$ cat src/rtl/seq_centroid.sv
module seq_centroid #(
  parameter int PAD_W   = 8,
  parameter int TIME_W  = 10,
  parameter int ADC_W   = 10,
  parameter int MAX_LEN = 10,
  localparam int LEN_W  = $clog2(MAX_LEN + 1),
  localparam int CHG_W  = ADC_W + LEN_W,
  localparam int WS_W   = ADC_W + $clog2(MAX_LEN * (MAX_LEN - 1) / 2 + 1)
) (
  input  logic              clk,
  input  logic              rst_n,
  input  logic              decon_en,
  input  logic              in_valid,
  output logic              in_ready,
  input  logic              in_eop,
  input  logic [PAD_W-1:0]  in_pad,
  input  logic [TIME_W-1:0] in_time,
  input  logic [ADC_W-1:0]  in_adc,
  output logic              out_valid,
  input  logic              out_ready,
  output logic [PAD_W-1:0]  out_pad,
  output logic [TIME_W-1:0] out_start,
  output logic [LEN_W-1:0]  out_len,
  output logic [CHG_W-1:0]  out_charge,
  output logic [WS_W-1:0]   out_wsum
);

  logic              open_q, fell_q;
  logic [PAD_W-1:0]  pad_q;
  logic [TIME_W-1:0] start_q;
  logic [LEN_W-1:0]  len_q;
  logic [CHG_W-1:0]  chg_q;
  logic [WS_W-1:0]   ws_q;
  logic [ADC_W-1:0]  prev_q;

  assign in_ready = !out_valid;

  wire take   = in_valid && in_ready;
  wire smp    = take && !in_eop && (in_adc != '0);
  wire same   = open_q && (in_pad == pad_q);
  wire rise   = in_adc > prev_q;
  wire fall   = in_adc < prev_q;
  wire full   = len_q == LEN_W'(MAX_LEN);
  wire split  = (decon_en && fell_q && rise) || full;
  wire extend = smp && same && !split;
  wire fresh  = smp && !extend;
  wire close  = take && open_q && !extend;

  wire [WS_W-1:0] prod = WS_W'(len_q) * WS_W'(in_adc);

  always_ff @(posedge clk or negedge rst_n) begin
    if (!rst_n) begin
      open_q  <= 1'b0;
      fell_q  <= 1'b0;
      pad_q   <= '0;
      start_q <= '0;
      len_q   <= '0;
      chg_q   <= '0;
      ws_q    <= '0;
      prev_q  <= '0;
    end else if (extend) begin
      len_q  <= len_q + 1'b1;
      chg_q  <= chg_q + CHG_W'(in_adc);
      ws_q   <= ws_q + prod;
      prev_q <= in_adc;
      fell_q <= fall ? 1'b1 : (rise ? 1'b0 : fell_q);
    end else if (fresh) begin
      open_q  <= 1'b1;
      fell_q  <= 1'b0;
      pad_q   <= in_pad;
      start_q <= in_time;
      len_q   <= LEN_W'(1);
      chg_q   <= CHG_W'(in_adc);
      ws_q    <= '0;
      prev_q  <= in_adc;
    end else if (close) begin
      open_q <= 1'b0;
    end
  end

  always_ff @(posedge clk or negedge rst_n) begin
    if (!rst_n) begin
      out_valid  <= 1'b0;
      out_pad    <= '0;
      out_start  <= '0;
      out_len    <= '0;
      out_charge <= '0;
      out_wsum   <= '0;
    end else if (close) begin
      out_valid  <= 1'b1;
      out_pad    <= pad_q;
      out_start  <= start_q;
      out_len    <= len_q;
      out_charge <= chg_q;
      out_wsum   <= ws_q;
    end else if (out_valid && out_ready) begin
      out_valid <= 1'b0;
    end
  end


  hold_chk: assert property (@(posedge clk) disable iff (!rst_n)
    out_valid && !out_ready |=> out_valid && $stable(out_pad) && $stable(out_start)
      && $stable(out_len) && $stable(out_charge) && $stable(out_wsum));


  len_range_chk: assert property (@(posedge clk) disable iff (!rst_n)
    out_valid |-> out_len >= LEN_W'(1) && out_len <= LEN_W'(MAX_LEN));


  charge_min_chk: assert property (@(posedge clk) disable iff (!rst_n)
    out_valid |-> 32'(out_charge) >= 32'(out_len));


  wsum_bound_chk: assert property (@(posedge clk) disable iff (!rst_n)
    out_valid |-> 32'(out_wsum) <= (32'(out_len) - 32'd1) * 32'(out_charge));


  idle_eop_chk: assert property (@(posedge clk) disable iff (!rst_n)
    take && in_eop && !open_q |=> !out_valid);

endmodule

$ cat config.mk
export PLATFORM = sky130hd
export DESIGN_NAME = seq_centroid
export DESIGN_NICKNAME = d
export VERILOG_FILES = /design/src/rtl/seq_centroid.sv
export SDC_FILE = /design/constraint.sdc
export NUM_CORES = 1
export LEC_CHECK = 0
export ABC_AREA = 1
export BUFFER_PORTS_ARGS = -buffer_cell sky130_fd_sc_hd__buf_4
export CORE_MARGIN = 1
export CORE_UTILIZATION = 40
export DETAILED_ROUTE_END_ITERATION = 8
export SLEW_MARGIN = 20
export SYNTH_ARGS = -nofsm -noshare
export SYNTH_HDL_FRONTEND = slang
export SYNTH_SLANG_ARGS = --single-unit
$ cat constraint.sdc
create_clock -name clk -period 3.7 [get_ports clk]
set_input_delay 0.74 -clock clk [delete_from_list [all_inputs] [get_ports clk]]
set_output_delay 0.74 -clock clk [all_outputs]
set_load 0.01 [all_outputs]
==> flow_summary.ini, run 1 <==
[run_status]
status = finished, final reports clean

[worst_setup_path]
startpoint_type = flop
cp_slowest_cell = fa_1
end_kind = flop
cpMostUsedCell = nand2_1
max_stage_delay_ps = 550
critPathMaxFanout = 9
crit_arrival_ps = 3920
criticalPathCategory = flop to flop
worstRegToRegCells = 17
path_cells = nand2_1, inv_1, fa_1, fa_1, inv_1, fa_1, inv_1, ha_1, buf_4, nand2_1, o21ai_0, nand2_1, nand3_1, nor2_1, nor2_1, nand2_1, nand2_1
crit_required_ps = 4070

[synthesis]
synthTopCellsByArea = dfrtp_1 38%, nand2_1 18%, nand3_1 7.8%, inv_1 7.5%, ha_1 7.5%
ys_types = 30
synth_nets = 1151
synth_top_area_cell = dfrtp_1
synth_top_area_share_pct = 37.91
yosys_register_bits = 117
synth_compound_area_share_pct = 5.363
yosysSeqAreaShare_pct = 37.91
synth-simple-area-share_pct = 30.67
synth-xor-area-share_pct = 1.134
syn_inst = 1043
yosys.area_share.adder_pct = 14.71
syn_avg_cell_area_sq_um = 7.404
syn_area_sq_um = 7722
synth_mux_area_share_pct = 0
ys_warn_count = 0
synth_top_family_by_area = simple AND/OR/NAND/NOR gates

[finish]
n_fill_cell = 1865
layout_commonest_cell = nand2_1
final_util_pct = 50.73
area_delta_synth_final_pct = 23.70
mostFrequentLayoutCells = 367 x nand2_1, 155 x inv_1, 132 x buf_4, 120 x nand3_1, 114 x dfrtp_1
diodes = 0
seq_area_sq_um = 2932
multi_input_area_sq_um = 4060
final_cell_area_sq_um = 9553
fin_nets = 1270
drive_gt1_share_pct = 16.60

[floorplan]
design.die.area_sq_um = 19870
design.core.area_sq_um = 18830
start_util_pct = 41.01
row_count = 50
die_y_um = 140.9
ios = 88
die_x_um = 140.9

[pwr]
p_switching_uw = 1916
power_density_nw_per_um2 = 538.9
switching_share_pct = 37.22
p_seq_share_pct = 35.4
combPwrFrac_pct = 32.4
p_total_uw = 5148
p_clk_share_pct = 32.2
leakage_uw = 0.005429
p_int_uw = 3232
worst_ir_drop_vdd_uv = 325.2

[timing]
setup_viol = 0
hold_viol = 0
setup_tns_ps = 0
fin_crit_ps = 3557
maxSlewViolCount = 0
worst_pin_slew_ps = 896.4
timing.hold.ws_ps = 434.4
rsz0062_at_grt = true
relSlewSlack_pct = 40.24
min_period_over_period_pct = 96.14
worst_clock_skew_ps = 9.113
fmax_ghz = 0.2811

[global_route]
grt_max_degree = 69
grt_pass1_wl_um = 33060
antenna_found_initial = 0
grtUsageTotal_pct = 21.32
first_global_vias = 6591
grt.overflow.total = 0

[cts]
cts_hold_buf = 0
clock_path_buffers = 2
ctsHtreeMaxLevel = 4
clk-insertion-delay-late_ps = 430
ctsRootBufferMaster = clkbuf_16
cts_buffers = 17
cts_tree = done
cts.clk_slew.worst_paths_ps = 60
cts_sinks = 117

[placed_design]
dpl.hpwl_um = 14540
gp_congestion = 0.8948
place_area_sq_um = 8911
io_buffer_count = 87

[worst_hold_path]
hp-class = primary input to async pin

[routing]
dr.first_iter.drc_count = 379
vias = 6833
drc = 0
vias_per_cell = 4.762
wl_per_cell_um = 13.81
first_pass_iters = 5
ant_nets = 0
drt_wl_total_um = 19820

[run]
drv_cap = 0
power by group through the flow:
stage | combinational [uW] | sequential, uW | clock, uW
finish | 1670 | 1820 | 1660
global route | 1910 | 1860 | 1730
CTS | 1680 | 1820 | 1680
detailed placement | 1660 | 1840 | 0
global placement | 1640 | 1830 | 0
floorplan | 1030 | 1860 | 0
area by class of cell:
type,count,area share [%]
Tap cell,260,3.405
Multi-Input combinational cell,731,42.50
Inverter,160,6.287
Timing Repair Buffer,135,11.00
Clock inverter,15,1.663
Clock buffer,17,4.453
Sequential cell,117,30.69
Yosys cell counts (all sizes together):
master / count
a21o: 2
a21oi: 27
buf: 17
clkbuf: 18
dfrtp: 117
fa: 28
ha: 46
inv: 160
nand2: 372
nand3: 121
nand3b: 4
nand4: 4
nor2: 66
nor4: 1
o21a: 3
o21ai: 35
o21bai: 3
o22ai: 7
or2: 2
xnor2: 7
xor2: 3
cells by family (layout without fill, tap and decap cells):
group                    after synthesis  count (layout)
AND/OR/NAND/NOR                      570             570
buffers and inverters                195             327
flip-flops                           117             117
AO/OA/AOI/OAI                         77              77
adder cells (fa/ha/maj)               74              74
XOR/XNOR                              10              10
metal layers:
metal	track usage (%)	up-vias	wire, um
met2	33.83	151	8877
met1	30.03	3185	9814
met4	6.579	0	281
met5	0	-	0
met3	3.159	20	843
li1	-	3477	-
worst max-delay path: cells and delay by family, from the launching register on:
family                   cells  cell delay [ps]
adder cells (fa/ha/maj)      4             1860
AND/OR/NAND/NOR              8              620
flip-flops                   1              480
buffers and inverters        4              270
AO/OA/AOI/OAI                1              240
stage by stage:
step	cells	setup slack (ps)
after floorplan	1043	79.22
after global placement	1402	-282.2
after detailed placement	1402	-282.7
after CTS	1434	5.650
after global routing	1435	-20.31
final	1435	142.7
flip-flops by register name, summed over array words and instances, names as in the netlist, 8 cells and up:
register	flops
out_charge	14
start_q	10
pad_q	8
out_wsum	16
out_start	10
ws_q	16
chg_q	14
prev_q	10
out_pad	8
worst paths after layout:
path                            start      endpoint  slack (ps)
max                          len_q[3]      ws_q[12]         140
min                             rst_n  out_start[4]         430
max reg2reg                  len_q[3]      ws_q[12]         140
min reg2reg                out_pad[1]    out_pad[1]         470
max in group asynchronous       rst_n       ws_q[1]        2450
min in group clk           out_pad[1]    out_pad[1]         470
what timing repair did:
item                                    in CTS  in global routing
endpoints found under the setup margin       0                 12
hold endpoints to repair                     0                  0
gates resized for setup                      0                 13
buffers inserted                             0                  1
(Power assumes the default switching activity.)
==> run 2: changes to the inputs <==
Settings changed: RECOVER_POWER set to 25.
==> run 2 against run 1 <==
Compared with the run above: the run now ends with capacitance limit, slew limit left; global-route usage did not move; utilization barely moved; critical path type unchanged; highest routed layer unchanged; largest cell class unchanged; combinational power barely moved.
==> flow_summary.ini, run 2 (synthesis results as in run 1) <==
[global_route]
grtUsageTotal_pct = 21.32
first_global_vias = 6591
antenna_found_initial = 0
grt_max_degree = 69
grt.overflow.total = 0
grt_pass1_wl_um = 33060

[floorplan]
design.die.area_sq_um = 19870
die_x_um = 140.9
row_count = 50
design.core.area_sq_um = 18830
start_util_pct = 41.01
ios = 88
die_y_um = 140.9

[worst_setup_path]
max_stage_delay_ps = 550
critPathTopFamily = adder cells
path_cells = nand2_1, inv_1, fa_1, fa_1, inv_1, fa_1, inv_1, ha_1, buf_4, nand2_1, o21ai_0, nand2_1, nand3_1, nor2_1, nor2_1, nand2_1, nand2_1
crit_required_ps = 4070
startpoint_type = flop
path_buf_inv = 4
reg2reg_slack_ps = 130
critPathLaunch = len_q[3]
r2r_end = ws_q[12]
cpMostUsedCell = nand2_1
crit_arrival_ps = 3930
worstRegToRegCells = 17
worstReg2RegStart = len_q[3]
cp.depth = 17
end_kind = flop
criticalPathCategory = flop to flop
critPathMaxFanout = 9
cp_slowest_cell = fa_1

[timing]
worst_pin_slew_ps = 1760
hold_viol = 0
worst_clock_skew_ps = 10.45
worst_slack_ps = 133.6
rsz0062_at_grt = true
min_period_over_period_pct = 96.39
timing.hold.ws_ps = 469.0
setup_tns_ps = 0
fmax_ghz = 0.2804
setup_viol = 0
relSlewSlack_pct = -17.30
maxSlewViolCount = 68
fin_crit_ps = 3566

[finish]
mostFrequentLayoutCells = 367 x nand2_1, 155 x inv_1, 131 x buf_4, 120 x nand3_1, 114 x dfrtp_1
drive_gt1_share_pct = 16.60
n_fill_cell = 1866
diodes = 0
fin_nets = 1270
reg_top3 = out_wsum (16), ws_q (16)
layout_commonest_cell = nand2_1
area_delta_synth_final_pct = 23.67

[routing]
vias = 6839
met1_length_um = 9826
top_layer_used = met4
wl_per_cell_um = 13.81
routed-wl-met2_um = 8859
wl_met3_um = 845
drt_wl_total_um = 19810
ant_nets = 0
drc = 0
dr.first_iter.drc_count = 379
first_pass_iters = 6
vias_per_cell = 4.766

[cts]
clk-insertion-delay-late_ps = 430
cts_sinks = 117
cts_tree = done
ctsRootBufferMaster = clkbuf_16
cts_buffers = 17
ctsHtreeMaxLevel = 4
cts.clk_slew.worst_paths_ps = 60
cts_hold_buf = 0
clock_path_buffers = 2

[pwr]
p_seq_share_pct = 35.4
worst_ir_drop_vdd_uv = 324.6
p_int_uw = 3232
p_clk_share_pct = 32.2
switching_share_pct = 37.21
power_density_nw_per_um2 = 539.0
leakage_uw = 0.005428
p_switching_uw = 1916
p_total_uw = 5148
combPwrFrac_pct = 32.4

[placed_design]
gp_congestion = 0.8948
place_ws_ps = -282.7
dpl.hpwl_um = 14540
io_buffer_count = 87

[run_status]
violations = capacitance limit, slew limit
status = finished with violations

[run]
drv_cap = 1

[worst_hold_path]
hold_start = out_pad[1]
hp-class = flop to flop
min_to = out_pad[1]
hold_depth = 2
-- run 2: cell type report --
cell class | instances | area [sq um] | area share [%]
Multi-Input combinational cell | 731 | 4060 | 42.51
Sequential cell | 117 | 2932 | 30.70
Timing Repair Buffer | 135 | 1049 | 10.98
Inverter | 160 | 600.6 | 6.288
Clock buffer | 17 | 425.4 | 4.454
Tap cell | 260 | 325.3 | 3.406
Clock inverter | 15 | 158.9 | 1.664
-- run 2: power by group through the flow --
stage | combinational [uW] | clock [uW] | sequential [uW]
global placement | 1640 | 0 | 1830
CTS | 1680 | 1680 | 1820
global route | 1910 | 1730 | 1860
floorplan | 1030 | 0 | 1860
finish | 1670 | 1660 | 1820
detailed placement | 1660 | 0 | 1840
-- run 2: timing repair --
item	in CTS	in global routing
setup buffers	0	1
endpoints found under the setup margin	0	12
gates resized for setup	0	13
-- run 2: metal layers --
metal | vias to the layer above | global-route usage [%]
li1 | 3477 | -
met3 | 22 | 3.159
met1 | 3187 | 30.03
met2 | 153 | 33.83
met5 | - | 0
met4 | 0 | 6.579
-- run 2: through the flow --
step	cell area (sq um)	util (%)	instances
floorplan	7722	-	1043
global placement	8911	47.32	1402
detailed placement	8911	47.32	1402
CTS	9495	50.43	1434
global route	9550	50.72	1435
finish	9550	50.72	1435
-- run 2: worst max-delay path by stage --
stage / endpoint
after floorplan: ws_q[9]
after global placement: ws_q[15]
after detailed placement: ws_q[15]
after CTS: ws_q[15]
after global routing: ws_q[14]
final: ws_q[12]
-- run 2: worst register-to-register path, stage by stage (launching register included) --
cell and delay [ps]:
dfrtp_2 480, nand2_1 100, inv_1 50, fa_1 500, fa_1 550, inv_1 60
fa_1 490, inv_1 40, ha_1 320, buf_4 120, nand2_1 80, o21ai_0 250
nand2_1 90, nand3_1 130, nor2_1 50, nor2_1 90, nand2_1 50, nand2_1 50
